## src/rtl/in_ep_pkg.sv

```systemverilog
package in_ep_pkg;
  typedef enum logic [1:0] {
    RSP_NONE  = 2'd0,
    RSP_DATA  = 2'd1,
    RSP_NAK   = 2'd2,
    RSP_STALL = 2'd3
  } rsp_e;

  localparam int B_ARM   = 0;
  localparam int B_STALL = 2;
  localparam int B_TGRST = 3;
  localparam int B_IMODE = 4;
  localparam int B_NEMP  = 5;
  localparam int B_FLUSH = 6;
  localparam int B_AUTO  = 7;
endpackage

```

## src/rtl/in_ep_fill.sv

```systemverilog
module in_ep_fill #(
  parameter int CNT_W = 7
) (
  input  logic             clk,
  input  logic             rst,
  input  logic             wr,
  input  logic             clr,
  input  logic [CNT_W-1:0] max_pkt,
  output logic [CNT_W-1:0] cnt_o,
  output logic             full_o
);
  localparam logic [CNT_W-1:0] CNT_TOP = '1;

  logic [CNT_W-1:0] cnt_q;
  logic [CNT_W-1:0] cnt_nx;
  logic             at_top;

  always_comb begin
    at_top = (cnt_q == CNT_TOP);
    cnt_nx = cnt_q + 1'b1;
    full_o = wr && !clr && !at_top && (cnt_nx == max_pkt);
  end

  always_ff @(posedge clk) begin
    if (rst || clr) cnt_q <= '0;
    else if (wr && !at_top) cnt_q <= cnt_nx;
  end

  assign cnt_o = cnt_q;
endmodule

```

## src/rtl/in_ep_seq.sv

```systemverilog
module in_ep_seq
  import in_ep_pkg::*;
(
  input  logic       clk,
  input  logic       rst,
  input  logic       tok_in,
  input  logic       ack_rx,
  input  logic       hs_timeout,
  input  logic       flush,
  input  logic       tog_init,
  input  logic       stall,
  input  logic       armed,
  input  logic       imode,
  output logic [1:0] rsp_o,
  output logic       pid_o,
  output logic       done_o
);
  rsp_e rsp_q;
  logic pid_q;
  logic tog_q;
  logic wait_q;
  logic send;

  always_comb begin
    send   = tok_in && !stall && armed;
    done_o = (send && imode) || (ack_rx && wait_q);
  end

  always_ff @(posedge clk) begin
    if (rst) begin
      rsp_q  <= RSP_NONE;
      pid_q  <= 1'b0;
      tog_q  <= 1'b0;
      wait_q <= 1'b0;
    end else begin
      if (!tok_in)    rsp_q <= RSP_NONE;
      else if (stall) rsp_q <= RSP_STALL;
      else if (armed) rsp_q <= RSP_DATA;
      else            rsp_q <= RSP_NAK;

      if (send) pid_q <= tog_q;

      if (flush)                                 wait_q <= 1'b0;
      else if (send && !imode)                   wait_q <= 1'b1;
      else if (wait_q && (ack_rx || hs_timeout)) wait_q <= 1'b0;

      if (tog_init)    tog_q <= 1'b0;
      else if (done_o) tog_q <= ~tog_q;
    end
  end

  assign rsp_o = rsp_q;
  assign pid_o = pid_q;
endmodule

```

## src/rtl/in_ep_ctrl.sv

```systemverilog
module in_ep_ctrl
  import in_ep_pkg::*;
#(
  parameter int CNT_W = 7
) (
  input  logic             clk,
  input  logic             rst,
  input  logic             reg_wr,
  input  logic [7:0]       reg_wdata,
  output logic [7:0]       reg_rdata,
  input  logic             fifo_wr,
  input  logic [CNT_W-1:0] max_pkt,
  input  logic             tok_in,
  input  logic             ack_rx,
  input  logic             hs_timeout,
  output logic [1:0]       resp_code,
  output logic             resp_pid,
  output logic             flush_o,
  output logic [CNT_W-1:0] byte_cnt
);
  logic arm_q, stall_q, imode_q, nemp_q, flush_q, auto_q;
  logic done, full, tog_init, set_arm, drop;

  always_comb begin
    tog_init = reg_wr && reg_wdata[B_TGRST];
    set_arm  = (reg_wr && reg_wdata[B_ARM]) || (auto_q && full);
    drop     = flush_q || done;
  end

  in_ep_fill #(.CNT_W(CNT_W)) fill_i (
    .clk     (clk),
    .rst     (rst),
    .wr      (fifo_wr),
    .clr     (drop),
    .max_pkt (max_pkt),
    .cnt_o   (byte_cnt),
    .full_o  (full)
  );

  in_ep_seq seq_i (
    .clk        (clk),
    .rst        (rst),
    .tok_in     (tok_in),
    .ack_rx     (ack_rx),
    .hs_timeout (hs_timeout),
    .flush      (flush_q),
    .tog_init   (tog_init),
    .stall      (stall_q),
    .armed      (arm_q),
    .imode      (imode_q),
    .rsp_o      (resp_code),
    .pid_o      (resp_pid),
    .done_o     (done)
  );

  always_ff @(posedge clk) begin
    if (rst) begin
      arm_q   <= 1'b0;
      stall_q <= 1'b0;
      imode_q <= 1'b0;
      nemp_q  <= 1'b0;
      flush_q <= 1'b0;
      auto_q  <= 1'b0;
    end else begin
      if (reg_wr) begin
        stall_q <= reg_wdata[B_STALL];
        imode_q <= reg_wdata[B_IMODE];
        auto_q  <= reg_wdata[B_AUTO];
      end
      flush_q <= reg_wr && reg_wdata[B_FLUSH];

      if (drop)         arm_q <= 1'b0;
      else if (set_arm) arm_q <= 1'b1;

      if (drop)         nemp_q <= 1'b0;
      else if (fifo_wr) nemp_q <= 1'b1;
    end
  end

  assign flush_o   = flush_q;
  assign reg_rdata = {auto_q, flush_q, nemp_q, imode_q, 1'b0, stall_q, 1'b0, arm_q};
endmodule

```

## config.mk

```make
export PLATFORM = sky130hd
export DESIGN_NAME = in_ep_ctrl
export DESIGN_NICKNAME = d
export VERILOG_FILES = /design/src/rtl/in_ep_pkg.sv /design/src/rtl/in_ep_fill.sv /design/src/rtl/in_ep_seq.sv /design/src/rtl/in_ep_ctrl.sv
export SDC_FILE = /design/constraint.sdc
export NUM_CORES = 1
export LEC_CHECK = 0
export ABC_AREA = 1
export BUFFER_PORTS_ARGS = -buffer_cell sky130_fd_sc_hd__buf_2
export CAP_MARGIN = 20
export CORE_ASPECT_RATIO = 1.4
export CORE_MARGIN = 2
export CORE_UTILIZATION = 40
export DETAILED_ROUTE_END_ITERATION = 10
export PLACE_DENSITY = 0.68
export SYNTH_ARGS = -nofsm -noshare
export SYNTH_HDL_FRONTEND = slang
export SYNTH_SLANG_ARGS = --single-unit
```

## constraint.sdc

```tcl
create_clock -name clk -period 1.5 [get_ports clk]
set_input_delay 0.075 -clock clk [delete_from_list [all_inputs] [get_ports clk]]
set_output_delay 0.075 -clock clk [all_outputs]
set_load 0.005 [all_outputs]
```

**Word level (Yosys, flattened, before mapping)**

Index checks and enable logic that the tools add are counted.

- Add/sub/neg operators: 1
- Equal/unequal tests: 2
- Muxes and demuxes: 4
- Bitwise logic cells: 2
- Reductions and logical operators: 28

Operators with widths:

| cell | number |
|---|---|
| $logic_and A1 B1 Y1 | 14 |
| $reduce_or A2 Y1 | 4 |
| $add A7 B1 Y7 const B | 1 |
| $eq A7 B7 Y1 | 1 |
| $eq A7 B7 Y1 const B | 1 |
| $logic_or A1 B1 Y1 | 5 |
| $logic_not A1 Y1 | 4 |
| $mux W2 | 2 |
| $mux W1 | 2 |
| $not A1 Y1 | 2 |
| $reduce_bool A2 Y1 | 1 |

- Bits in registers: 18

**Logic depth before layout (Yosys ltp)**

- Word-level depth: 12
- Gate-level depth with buffers: 11
- Depth with buffers taken out: 11

**Cells and area by module**

Synthesis repeated with hierarchy kept, for this count alone.

- Cell total of the unflattened synthesis: 161
- Area, all modules: 1043.5 um2

Modules (own cells, without submodules):

| module | times used | cells each | area an instance (um2) | seq. area each (um2) |
|---|---|---|---|---|
| in_ep_fill | 1 | 90 | 534.3 | 140.1 |
| in_ep_ctrl | 1 | 43 | 294.0 | 120.1 |
| in_ep_seq | 1 | 28 | 215.2 | 100.1 |

**Worst setup path after synthesis**

No wires, ideal clock.

- Path kind: register to register
- Start: register fill_i.cnt_q[0], in the netlist fill_i.cnt_o[0]
- End: register fill_i.cnt_q[0], in the netlist fill_i.cnt_o[0]
- Arrival time: 1.263 ns
- Setup slack: 0.111 ns
- Cell stages (with the launch flop): 8
- Path buffers: 1
- Period minus slack after synthesis: 1.389 ns
- Path through: dfxtp_1 ha_1 nand3_1 nor2_2 nor2_1 buf_2 o21ai_0 a21oi_1

- Word-level cells in the longest chain between the ends: 3

RTL lines:

| what | line | text |
|---|---|---|
| start: declaration | in_ep_fill.sv:14 | `logic [CNT_W-1:0] cnt_q;` |
| start signal: assignment | in_ep_fill.sv:26 | `else if (wr && !at_top) cnt_q <= cnt_nx;` |
| parallel branches: the longest is 3 deep, another holds $add A7 B1 Y7 | - |  |

Several ways; the timed one is not identified.
A chain may end at the register's enable or synchronous reset.

**Final worst setup path**

- Start: register fill_i.cnt_q[1], in the netlist fill_i.cnt_o[1]
- End: register arm_q

RTL lines:

| what | line | text |
|---|---|---|
| $add A7 B1 Y7 | in_ep_fill.sv:20 | `cnt_nx = cnt_q + 1'b1;` |
| named net fill_i.cnt_nx[1] | in_ep_fill.sv:15 | `logic [CNT_W-1:0] cnt_nx;` |
| $eq A7 B7 Y1 | in_ep_fill.sv:21 | `full_o = wr && !clr && !at_top && (cnt_nx == max_pkt);` |
| $logic_and A1 B1 Y1 | in_ep_fill.sv:21 |  |
| $logic_and A1 B1 Y1 | in_ep_ctrl.sv:26 | `set_arm = (reg_wr && reg_wdata[B_ARM]) \|\| (auto_q && full);` |
| $logic_or A1 B1 Y1 | in_ep_ctrl.sv:26 |  |
| end signal: assignment | in_ep_ctrl.sv:58 | `arm_q <= 1'b0;` |
| end signal: assignment | in_ep_ctrl.sv:72 | `if (drop) arm_q <= 1'b0;` |
| end signal: assignment | in_ep_ctrl.sv:73 | `else if (set_arm) arm_q <= 1'b1;` |
| end: declaration | in_ep_ctrl.sv:21 | `logic arm_q, stall_q, imode_q, nemp_q, flush_q, auto_q;` |

The timed path passes the listed nets, and every way through them passes these cells.

==> results.txt <==
run status: finished, final reports clean
vias in the first global route: 893
Worst Path Max Fanout: 3
Cell variety after synth: 19
top sig layer: met4
Total GRT Usage: 15.8%
Clock power frac: 29.5%
Yosys top cell area share: 36.7%
routability cong.: 0.818
Routed WL: 2.16 mm
Seq/Total Area, Yosys: 36.7%
# rows: 21
final net count: 214
DPL Wire Length: 1.68 mm
combinational fraction of design power: 18.7%
cell taking the most area after synthesis: dfxtp_1
IO Count: 41
Adder-Cell Fraction of Synth Area: 1.28%
minimum clock period after layout: 1.35 ns
Net Switching: 278 uW
met3 wire len: 103 um
die width: 45.9 um
area of the multi-input gates: 493 um^2
post-synthesis xor/xnor area fraction: 0%
remaining antenna violation count: 0
final worst slack: 0.152 ns
clk_lat worst skew: 0.30 ns
Die H: 62.6 um
Post-Route Skew: 0.0103 ns
Synth Register Bits: 18
core area: 2360 um^2
Yosys warning count: 0
pre-CTS setup slack: 0.134 ns
Critical Path RT: 1.74 ns
CTS Buf Count: 3
DRC viols: 0
FMAX: 742 MHz
Hold WC Path Type: input port to flop
Post-Synth Simple-Gate Area: 32.5%
synth top area cells: dfxtp_1 37%, nand2_1 13%, inv_1 8.8%
Seq. cell area: 364 um^2
antenna cell count: 0
reg2reg end: arm_q
final hold slack: 0.0256 ns
WL met2: 1.14 mm
Max-Cap Viols: 0
Root Buffer: clkbuf_4
Max VDD drop: 0.000396 V
GRT Residual Overflow: 0
Iter 0 DRT Violations: 9
via density per instance: 4.74
critical path class: flop to flop
Switching Fraction: 27.2%
Via Count: 1009
syn avg cell area: 6.50 um^2
cells after synthesis: 151
Filler cells: 248
Power Density: 820 nW/um^2
mux cell area share after synthesis: 0%
wire per inst: 10.1 um
share of cells above drive strength 1: 30.5%
Met1 Wirelength: 874 um
R2R Path Start: fill_i.cnt_o[1]
Startpoint Class: flop
synthesized cell area: 981 um^2
Min-Delay Path Depth: 4
RSZ-0062 raised after global routing: no
# setup viols final: 0
Pre-antenna DRT Iters: 4
Power Internal: 746 uW
WHS Endpoint: seq_i.tog_q
r2r setup slk: 0.15 ns
Fin Setup TNS: 0 ns
Area Growth Syn to Fin: 27.3%
crit end category: flop
die area: 2870 um^2
largest net degree at the start of global routing: 11
Synth Area in Compound Gates: 13.6%
Clock Pin Slew Worst Setup and Hold Paths: 0.11 ns
Initial Utilization: 41.5%
Final period util: 89.9%
Min-Delay Startpoint: reg_wdata[3]
worst endpoint data arrival time: 1.59 ns
CTS Buffer Depth: 2
Seq pwr share: 51.8%
htree depth: 1
initial antenna violation count: 0
Worst R2R Path Depth: 10
TritonCTS clock tree: yes
clock sink count: 18
Max Slew Vio Count: 0
main combinational cell family by area after synthesis: simple AND/OR/NAND/NOR gates
PortBufs: 36
first-pass GRT wire length: 3.42 mm
Leakage: 0.662 nW
Final Hold Fails: 0
-- layer usage --
layer / track usage [%] / vias to the layer above
met4: 8.57 / 0
met1: 17.4 / 440
met2: 26.9 / 24
li1: - / 541
met5: 0 / -
met3: 2.60 / 4
-- power groups by stage --
stage                     clock network [mW]  registers [mW]  logic, mW
after floorplan                            0           0.540      0.111
after global placement                     0           0.536      0.177
after detailed placement                   0           0.537      0.181
after CTS                              0.316           0.526      0.187
after global routing                   0.330           0.535      0.219
final                                  0.302           0.530      0.192
-- registers in the layout, indices dropped and copies added, names as in the netlist --
register and count:
fill_i.cnt_o 7, seq_i.rsp_o 2, arm_q 1, auto_q 1
flush_o 1, imode_q 1, nemp_q 1, seq_i.pid_o 1
seq_i.tog_q 1, seq_i.wait_q 1, stall_q 1
-- cell families after synthesis --
family,after synthesis
and+or+nand+nor,74
buffers and inverters,32
AOI/OAI and AO/OA,25
DFF,18
adders and majority gates,1
other,1
-- critical path, cell delays in order, from the launching register on --
cell and delay [ns]:
dfxtp_2 0.35, ha_4 0.23, inv_1 0.09, nor2_1 0.05, nor2_1 0.07, nand3_1 0.07
nor2_1 0.09, nand3_1 0.08, nor2_2 0.08, nand2_1 0.06, a21oi_2 0.10
-- cell usage in the layout, fill, tap and decap left out, drive strengths merged --
cell | synthesis | routed
buf | 9 | 40
nand2 | 37 | 37
inv | 23 | 23
nor2 | 23 | 23
dfxtp | 18 | 18
o21ai | 12 | 12
a21oi | 12 | 12
nand3 | 10 | 10
clkbuf | 0 | 4
dlygate4sd3 | 0 | 3
nand3b | 2 | 2
conb | 1 | 2
or2 | 1 | 1
nor3b | 1 | 1
a31oi | 1 | 1
ha | 1 | 1
-- per-stage QoR --
stage	area, um^2	power (mW)	util [%]	instances
after floorplan	985	0.650	-	152
after global placement	1160	0.713	49.0	206
after detailed placement	1160	0.718	49.0	206
after CTS	1220	1.03	51.8	213
after global routing	1250	1.08	52.8	213
final	1250	1.02	52.8	213
-- cell usage after synthesis, drive strengths merged --
cell / n
nor2: 23
a31oi: 1
nor3b: 1
inv: 23
a21oi: 12
ha: 1
or2: 1
nand3: 10
o21ai: 12
conb: 1
nand2: 37
dfxtp: 18
buf: 9
nand3b: 2
-- layout make-up --
cell class	instances	area share (%)
sequential	18	29.2
multi-input combinational	102	39.5
tap	23	2.30
inverter	23	6.91
clock buffer	4	2.91
timing repair buffer	43	19.2
-- worst max-delay path by stage --
stage | endpoint | from | depth (start not counted)
after floorplan | fill_i.cnt_o[0] | fill_i.cnt_o[0] | 7
after global placement | fill_i.cnt_o[5] | fill_i.cnt_o[0] | 7
after detailed placement | arm_q | fill_i.cnt_o[0] | 10
after CTS | fill_i.cnt_o[3] | fill_i.cnt_o[0] | 7
after global routing | arm_q | fill_i.cnt_o[0] | 9
final | arm_q | fill_i.cnt_o[1] | 10
-- timing repair --
action	in CTS	in global routing
endpoints found under the setup margin	0	7
endpoints found under the hold margin	2	0
hold buffers	3	0
resized for setup	0	7
buffers inserted	0	0
No activity file was read; power rests on OpenSTA's default activity.
